$ cat config.mk
export PLATFORM = sky130hd
export DESIGN_NAME = sysclk_select
export DESIGN_NICKNAME = d
export VERILOG_FILES = /design/src/rtl/sysclk_pkg.sv /design/src/rtl/sysclk_osc_ctrl.sv /design/src/rtl/sysclk_pll_cfg.sv /design/src/rtl/sysclk_switch.sv /design/src/rtl/sysclk_select.sv
export SDC_FILE = /design/constraint.sdc
export NUM_CORES = 1
export LEC_CHECK = 0
export ABC_AREA = 1
export BUFFER_PORTS_ARGS = -buffer_cell sky130_fd_sc_hd__buf_4
export CORE_MARGIN = 2
export CORE_UTILIZATION = 31
export CTS_CLUSTER_DIAMETER = 200
export DETAILED_ROUTE_END_ITERATION = 10
export PLACE_DENSITY = 0.76
export SYNTH_ARGS = -nofsm -noshare
export SYNTH_HDL_FRONTEND = slang
export SYNTH_SLANG_ARGS = --single-unit
$ cat constraint.sdc
create_clock -name clk -period 0.8 [get_ports clk]
set_input_delay 0 -clock clk [delete_from_list [all_inputs] [get_ports clk]]
set_output_delay 0 -clock clk [all_outputs]
set_load 0.02 [all_outputs]
$ cat src/rtl/sysclk_pkg.sv
package sysclk_pkg;

   typedef enum logic [1:0] {
      SRC_RC  = 2'd0,
      SRC_EXT = 2'd1,
      SRC_PLL = 2'd2,
      SRC_RSV = 2'd3
   } src_e;

   // control word bit positions
   localparam int CB_RC  = 0;
   localparam int CB_EXT = 1;
   localparam int CB_BYP = 2;
   localparam int CB_PLL = 3;

   // configuration word positions (switch/status/PLL fields)
   localparam int SW_LSB   = 0;
   localparam int ST_LSB   = 2;
   localparam int REF_BIT  = 16;
   localparam int PDIV_BIT = 17;
   localparam int MUL_LSB  = 18;

endpackage

$ cat src/rtl/sysclk_osc_ctrl.sv
module sysclk_osc_ctrl
   import sysclk_pkg::*;
#(
   parameter int         NSRC   = 3,
   parameter logic [2:0] RST_EN = 3'b001
) (
   input  logic            clk,
   input  logic            rst_n,
   input  logic            wr,
   input  logic [3:0]      wdata,
   input  src_e            stat,
   input  logic            ref_ext,
   output logic [NSRC-1:0] en,
   output logic            byp
);

   logic [NSRC-1:0] lock;
   logic [NSRC-1:0] want;

   always_comb begin
      lock[0] = (stat == SRC_RC)  || ((stat == SRC_PLL) && !ref_ext);
      lock[1] = (stat == SRC_EXT) || ((stat == SRC_PLL) &&  ref_ext);
      lock[2] = (stat == SRC_PLL);
      want    = {wdata[CB_PLL], wdata[CB_EXT], wdata[CB_RC]};
   end

   for (genvar g = 0; g < NSRC; g++) begin : g_en
      always_ff @(posedge clk) begin
         if (!rst_n)  en[g] <= RST_EN[g];
         else if (wr) en[g] <= want[g] | (lock[g] & en[g]);
      end
   end

   always_ff @(posedge clk) begin
      if (!rst_n)             byp <= 1'b0;
      else if (wr && !lock[1]) byp <= wdata[CB_BYP];
   end

   assert_rc_hold_R5: assert property (@(posedge clk) disable iff (!rst_n)
      $fell(en[0]) |-> ($past(stat) != SRC_RC) &&
                       !(($past(stat) == SRC_PLL) && !$past(ref_ext)));

   assert_ext_hold_R6: assert property (@(posedge clk) disable iff (!rst_n)
      $fell(en[1]) |-> ($past(stat) != SRC_EXT) &&
                       !(($past(stat) == SRC_PLL) && $past(ref_ext)));

   assert_byp_hold_R6: assert property (@(posedge clk) disable iff (!rst_n)
      ($past(stat) == SRC_EXT) |-> $stable(byp));

   assert_pll_hold_R7: assert property (@(posedge clk) disable iff (!rst_n)
      $fell(en[2]) |-> ($past(stat) != SRC_PLL));

endmodule

$ cat src/rtl/sysclk_pll_cfg.sv
module sysclk_pll_cfg #(
   parameter int MUL_W      = 4,
   parameter int MAX_FACTOR = 16,
   localparam int FACT_W    = $clog2(MAX_FACTOR + 1)
) (
   input  logic              clk,
   input  logic              rst_n,
   input  logic              wr,
   input  logic              pll_on,
   input  logic              w_ref,
   input  logic              w_div,
   input  logic [MUL_W-1:0]  w_mul,
   output logic              ref_ext,
   output logic              ref_div2,
   output logic [MUL_W-1:0]  mul,
   output logic [FACT_W-1:0] factor
);

   localparam int SUM_W = (MUL_W + 1 > FACT_W) ? MUL_W + 1 : FACT_W;

   logic [SUM_W-1:0] sum;

   if (MAX_FACTOR < 2) begin : g_bad_max
      $error("MAX_FACTOR must be at least 2");
   end

   always_ff @(posedge clk) begin
      if (!rst_n) begin
         ref_ext  <= 1'b0;
         ref_div2 <= 1'b0;
         mul      <= '0;
      end else if (wr && !pll_on) begin
         ref_ext  <= w_ref;
         ref_div2 <= w_div;
         mul      <= w_mul;
      end
   end

   always_comb begin
      sum = SUM_W'(mul) + SUM_W'(2);
      if (sum > SUM_W'(MAX_FACTOR)) factor = FACT_W'(MAX_FACTOR);
      else                          factor = FACT_W'(sum);
   end

   assert_frozen_R8: assert property (@(posedge clk) disable iff (!rst_n)
      $past(pll_on) |-> $stable({ref_ext, ref_div2, mul}));

   assert_range_R9: assert property (@(posedge clk) disable iff (!rst_n)
      (factor >= FACT_W'(2)) && (factor <= FACT_W'(MAX_FACTOR)));

endmodule

$ cat src/rtl/sysclk_switch.sv
module sysclk_switch
   import sysclk_pkg::*;
(
   input  logic       clk,
   input  logic       rst_n,
   input  logic       wr,
   input  logic [1:0] w_req,
   input  logic [2:0] rdy,
   output src_e       req,
   output src_e       stat
);

   logic [3:0] rdy_x;

   assign rdy_x = {1'b0, rdy};

   always_ff @(posedge clk) begin
      if (!rst_n) begin
         req  <= SRC_RC;
         stat <= SRC_RC;
      end else begin
         if (wr) req <= src_e'(w_req);
         if ((req != SRC_RSV) && rdy_x[req]) stat <= req;
      end
   end

   assert_follow_R3: assert property (@(posedge clk) disable iff (!rst_n)
      (stat != $past(stat)) |-> ((stat == $past(req)) && $past(rdy_x[req])));

   assert_no_rsv_R4: assert property (@(posedge clk) disable iff (!rst_n)
      stat != SRC_RSV);

endmodule

$ cat src/rtl/sysclk_select.sv
module sysclk_select
   import sysclk_pkg::*;
#(
   parameter int DATA_W     = 32,
   parameter int MUL_W      = 4,
   parameter int MAX_FACTOR = 16,
   localparam int FACT_W    = $clog2(MAX_FACTOR + 1)
) (
   input  logic              clk,
   input  logic              rst_n,
   input  logic              wr_en,
   input  logic              wr_addr,
   input  logic [DATA_W-1:0] wr_data,
   input  logic              rc_rdy,
   input  logic              ext_rdy,
   input  logic              pll_rdy,
   output logic [DATA_W-1:0] ctrl_rd,
   output logic [DATA_W-1:0] cfg_rd,
   output logic              rc_en,
   output logic              ext_en,
   output logic              ext_bypass,
   output logic              pll_en,
   output logic              pll_ref_ext,
   output logic              pll_ref_div2,
   output logic [FACT_W-1:0] pll_factor,
   output src_e              sys_src
);

   if (DATA_W < MUL_LSB + MUL_W) begin : g_bad_width
      $error("DATA_W too narrow for the configuration fields");
   end

   logic       wr_ctrl, wr_cfg;
   logic [2:0] en;
   logic [MUL_W-1:0] mul;
   src_e       req;

   assign wr_ctrl = wr_en && !wr_addr;
   assign wr_cfg  = wr_en &&  wr_addr;

   sysclk_switch i_switch (
      .clk   (clk),
      .rst_n (rst_n),
      .wr    (wr_cfg),
      .w_req (wr_data[SW_LSB +: 2]),
      .rdy   ({pll_rdy, ext_rdy, rc_rdy}),
      .req   (req),
      .stat  (sys_src)
   );

   sysclk_osc_ctrl i_osc (
      .clk     (clk),
      .rst_n   (rst_n),
      .wr      (wr_ctrl),
      .wdata   (wr_data[3:0]),
      .stat    (sys_src),
      .ref_ext (pll_ref_ext),
      .en      (en),
      .byp     (ext_bypass)
   );

   sysclk_pll_cfg #(.MUL_W(MUL_W), .MAX_FACTOR(MAX_FACTOR)) i_pll (
      .clk      (clk),
      .rst_n    (rst_n),
      .wr       (wr_cfg),
      .pll_on   (en[2]),
      .w_ref    (wr_data[REF_BIT]),
      .w_div    (wr_data[PDIV_BIT]),
      .w_mul    (wr_data[MUL_LSB +: MUL_W]),
      .ref_ext  (pll_ref_ext),
      .ref_div2 (pll_ref_div2),
      .mul      (mul),
      .factor   (pll_factor)
   );

   assign rc_en  = en[0];
   assign ext_en = en[1];
   assign pll_en = en[2];

   always_comb begin
      ctrl_rd         = '0;
      ctrl_rd[CB_RC]  = en[0];
      ctrl_rd[CB_EXT] = en[1];
      ctrl_rd[CB_BYP] = ext_bypass;
      ctrl_rd[CB_PLL] = en[2];
      cfg_rd                     = '0;
      cfg_rd[SW_LSB +: 2]        = req;
      cfg_rd[ST_LSB +: 2]        = sys_src;
      cfg_rd[REF_BIT]            = pll_ref_ext;
      cfg_rd[PDIV_BIT]           = pll_ref_div2;
      cfg_rd[MUL_LSB +: MUL_W]   = mul;
   end

endmodule

---- Word level (Yosys, flattened, before mapping) ----
Index checks and enable logic that the tools add are counted.
storage, ports and cells
  bits in registers ....................... 14
  bits in latches ......................... 0
  memory bits (writable) .................. 0
  ROM bits ................................ 0
  input port bits ......................... 39
  output and inout port bits .............. 77
  memories kept ........................... 0
operators by class
  $add $sub $neg .......................... 1
  multiply operators ...................... 0
  div/mod/pow operators ................... 0
  $lt $le $gt $ge ......................... 2
  equal/unequal tests ..................... 3
  shift operators ......................... 0
  muxes and demuxes ....................... 3
  bitwise logic cells ..................... 6
  reductions and logical operators ........ 14
operators with widths
  kind                                                                    number
  1-bit logical AND                                                       7
  4-bit by 2-bit adder with 5-bit output (second input constant)          1
  5-bit greater-than comparator (second input constant)                   1
  5-bit two-way mux                                                       1
  1-bit zero test                                                         4
  1-bit AND                                                               3
  2-bit by 3-bit < comparator with 1-bit output (second input constant)   1
  1-bit bitwise OR                                                        3
  1-bit binary-select mux with 2-bit select                               1
  2-bit by 1-bit equality test with 1-bit output (second input constant)  1
  2-bit equality test (second input constant)                             1
  2-bit zero test                                                         1
  1-bit logical OR                                                        2
  2-bit != test (second input constant)                                   1
  1-bit two-way mux                                                       1

---- Logic depth before layout (Yosys ltp) ----
  depth in word-level cells ............... 5
  depth in mapped cells ................... 6

---- By module ----
A second synthesis with hierarchy kept.
second synthesis, totals
  cells, all modules ...................... 164
  area total of the unflattened synthesis .. 1146.1 µm²
modules (own cells, without submodules)
  module           instances  cells each  area an instance (µm²)  sequential area each (µm²)
  sysclk_select    1          63          456.7                   0.0
  sysclk_pll_cfg   1          49          324.1                   120.1
  sysclk_switch    1          25          183.9                   80.1
  sysclk_osc_ctrl  1          27          181.4                   80.1

---- Least setup slack after synthesis ----
OpenSTA, ideal clock, no wires.
  kind .................................... register to output
  start ................................... register i_pll.mul[1]
  end ..................................... output pll_factor[3]
  arrival ................................. 1.153 ns
  data required time ...................... 0.800 ns
  path slack .............................. -0.353 ns
  cell stages (with the launch flop) ...... 5
  path buffers ............................ 0
  path through ............................ dfxtp_1 ha_1 xor2_1 inv_1 nor2_1
between the ends
  cells in the longest elaborated chain, start to end .. 3
RTL lines
  item                                      RTL line              RTL
  start, declared                           sysclk_pll_cfg.sv:15  output logic [MUL_W-1:0] mul,
  start signal, assigned                    sysclk_pll_cfg.sv:35  mul <= w_mul;
  4-bit by 2-bit adder with 5-bit output *  sysclk_pll_cfg.sv:40  sum = SUM_W'(mul) + SUM_W'(2);
  5-bit greater-than comparator             sysclk_pll_cfg.sv:41  if (sum > SUM_W'(MAX_FACTOR)) factor = FACT_W'(MAX_FACTOR);
  5-bit two-way mux *                       sysclk_pll_cfg.sv:41
  end, declared                             sysclk_select.sv:25   output logic [FACT_W-1:0] pll_factor,
Mark *: on every way between the ends. The rest lies on a longest branch, timed or not.

---- Worst setup path in the final report ----
Same ends and word-level chain as after synthesis.

==> impl_metrics.csv <==
group,metric,value,unit
timing,clock_skew,0.00935,ns
critical_path,cpPeakStageDelay,0.36,ns
cells_and_area,syn2layout_area_growth,65.7,%
clocking,cts_tree,"built",
global_route,grt_start_max_net_pins,13,
critical_path,critPathArrivalTime,1.18,ns
synthesis,ys_seq_elements,14,
critical_path,crit_type,"register to output pin",
synthesis,ys_warn_count,0,
place,dp_hpwl,1740,um
global_route,grt_usage,12.0,%
critical_path,r2r-start,"i_switch.stat[1]",
critical_path,cp.required,0.80,ns
route,vias,1017,
clocking,numCtsBuffers,3,
synthesis,ys_seq_area_share,25.9,%
critical_path,slowest_stage,"dfxtp_4",
timing,fin_hold_ws,0.0361,ns
synthesis,netlist_instances,152,
die,start_util,32.4,%
critical_path,end_kind,"output pin",
clocking,clockBufferDepth,2,
clocking,clk_latency,0.28,ns
route,routed_wirelength,2830,um
cells_and_area,seq_area,315,um^2
global_route,antenna_found_initial,0,
place,placed_area,1350,um^2
min_path,hold_depth,4,
die,fp.coreArea,3340,um^2
timing,max_freq,847,MHz
timing,setup_viol,30,
cells_and_area,finalNetCount,263,
status,status,"finished, violations left",
cells_and_area,fin_util,53.7,%
cells_and_area,diodes,0,
clocking,root_buffer,"clkbuf_4",
power,total_power,2.24,mW
place,io_buffers,43,
critical_path,ff2ff_path_depth,7,
flow_run,maxCapViolations,0,
min_path,hp-start,"wr_addr",
die,die_w,63.1,um
critical_path,worstSetupStartpointType,"register",
status,violations,"negative setup slack",
synthesis,avgSynthCellArea,7.11,um^2
power,power.density,1250,nW/um^2
route,drc,0,
die,dieArea,3980,um^2
timing,rsz0062_at_grt,"true",
synthesis,synth_area,1080,um^2
timing,final-hold-violation-count,0,
route,avgViaCountPerCell,3.79,
die,die_h,63.1,um
global_route,gr-total-overflow,0,
global_route,grt_pass1_vias,867,
critical_path,critPathMaxFanout,2,
synthesis,ys_types,16,
cells_and_area,fillers,304,
power,leakagePower,0.895,nW
critical_path,rr_endpoint,"i_osc.byp",
cells_and_area,design_area,1790,um^2
clocking,htreeDepth,1,
place,gp_congestion,0.709,
cells_and_area,layout_common_cells,"conb_1, buf_4, buf_6, dlygate4sd3_1, nand2_1",
critical_path,path_cells,"ha_4 > xor2_2 > inv_2 > nor2_4 > buf_6",
timing,min_period,1.18,ns
timing,finalSetupTns,-3.25,ns
route,drtPass1Iterations,4,
timing,fin_ws,-0.381,ns
power,ir_drop,0.461,mV
clocking,clock_sinks,14,
timing,maxSlewViolCount,0,
route,drtIter0Drc,41,
clocking,clkTransAtPathRegs,0.09,ns
die,num_io_pins,116,
min_path,worstHoldEndpoint,"i_osc.en[2]",
route,ant_nets,0,
cells_and_area,multiInputGateArea,631,um^2
cells_and_area,layout_commonest_cell,"conb_1",
timing,post-route-period-util,148,%
min_path,hold_class,"input port to register",
cells_and_area,drive_above_1_share,54.1,%
route,wire_per_inst,10.6,um
critical_path,regToRegSetupSlack,-0.10,ns
die,fp-row-count,21,
global_route,grt_pass1_wl,3790,um
-- worst max path at each step --
stage | from | endpoint
after floorplan | i_pll.mul[2] | pll_factor[3]
after CTS | i_pll.mul[1] | pll_factor[3]
after detailed placement | i_pll.mul[2] | pll_factor[3]
after global routing | i_pll.mul[1] | pll_factor[3]
after global placement | i_pll.mul[2] | pll_factor[3]
final | i_pll.mul[1] | pll_factor[3]
-- per-stage QoR --
stage	cells	setup slack (ns)
after floorplan	201	-0.0862
after global placement	242	-0.102
after detailed placement	242	-0.117
after CTS	264	-0.390
after global routing	268	-0.440
final	268	-0.381
-- synthesized netlist by cell type, drive strengths merged --
cell,instances,area share (%)
a21oi,7,3.2
a31oi,1,0.58
buf,59,41
conb,1,0.35
dfxtp,14,26
ha,1,1.2
inv,14,4.9
nand2,18,6.5
nand3,7,3.2
nor2,19,8.0
o21ai,10,4.6
xor2,1,0.81
-- cell families after synthesis --
family,share of synthesized area [%]
buf+inv,45.6
simple gates,17.7
compound gates,8.45
flops,25.9
xor+xnor,0.810
fa+ha+maj,1.16
other cells,0.347
-- cell type report --
| class | instances | area share [%] |
|---|---|---|
| multi-input combinational | 114 | 35.2 |
| timing repair buffer | 76 | 39.2 |
| inverter | 14 | 3.35 |
| tap | 46 | 3.21 |
| clock buffer | 4 | 1.47 |
| sequential | 14 | 17.6 |
-- metal layers --
layer	vias to the layer above	GRT usage (%)	routed length, um
met1	464	13.2	991
met2	49	23.0	1640
met4	0	5.83	52
li1	500	-	-
met5	-	0	0
met3	4	0.893	153
-- report_power, final --
group	leakage [nW]	switching [mW]	total [mW]	internal, mW
Clock	0.0150	0.228	0.421	0.193
Combinational	0.759	0.589	1.02	0.431
Sequential	0.122	0.0590	0.802	0.743
Total	0.895	0.877	2.24	1.37
-- sequential cells by signal (all words and copies together), names as in the netlist --
name,count
i_pll.ref_ext,1
i_osc.en,3
i_osc.byp,1
i_pll.mul,4
i_switch.req,2
i_pll.ref_div2,1
i_switch.stat,2
-- repair_timing --
action / 4_1_cts / 5_1_grt
setup buffers: 7 / 3
resized for setup: 34 / 32
hold buffers: 11 / 1
setup endpoints to repair: 27 / 39
endpoints found under the hold margin: 10 / 1
pin swaps: 7 / 10
-- critical path, delay by kind of cell, from the launching register on --
kind / cells / cell delay [ns]
DFF: 1 / 0.36
xor gates and xnor gates: 1 / 0.14
and+or+nand+nor: 1 / 0.08
adders and majority gates: 1 / 0.16
buffers and inverters: 2 / 0.18
Note: power is estimated with default switching activity, not from simulation.
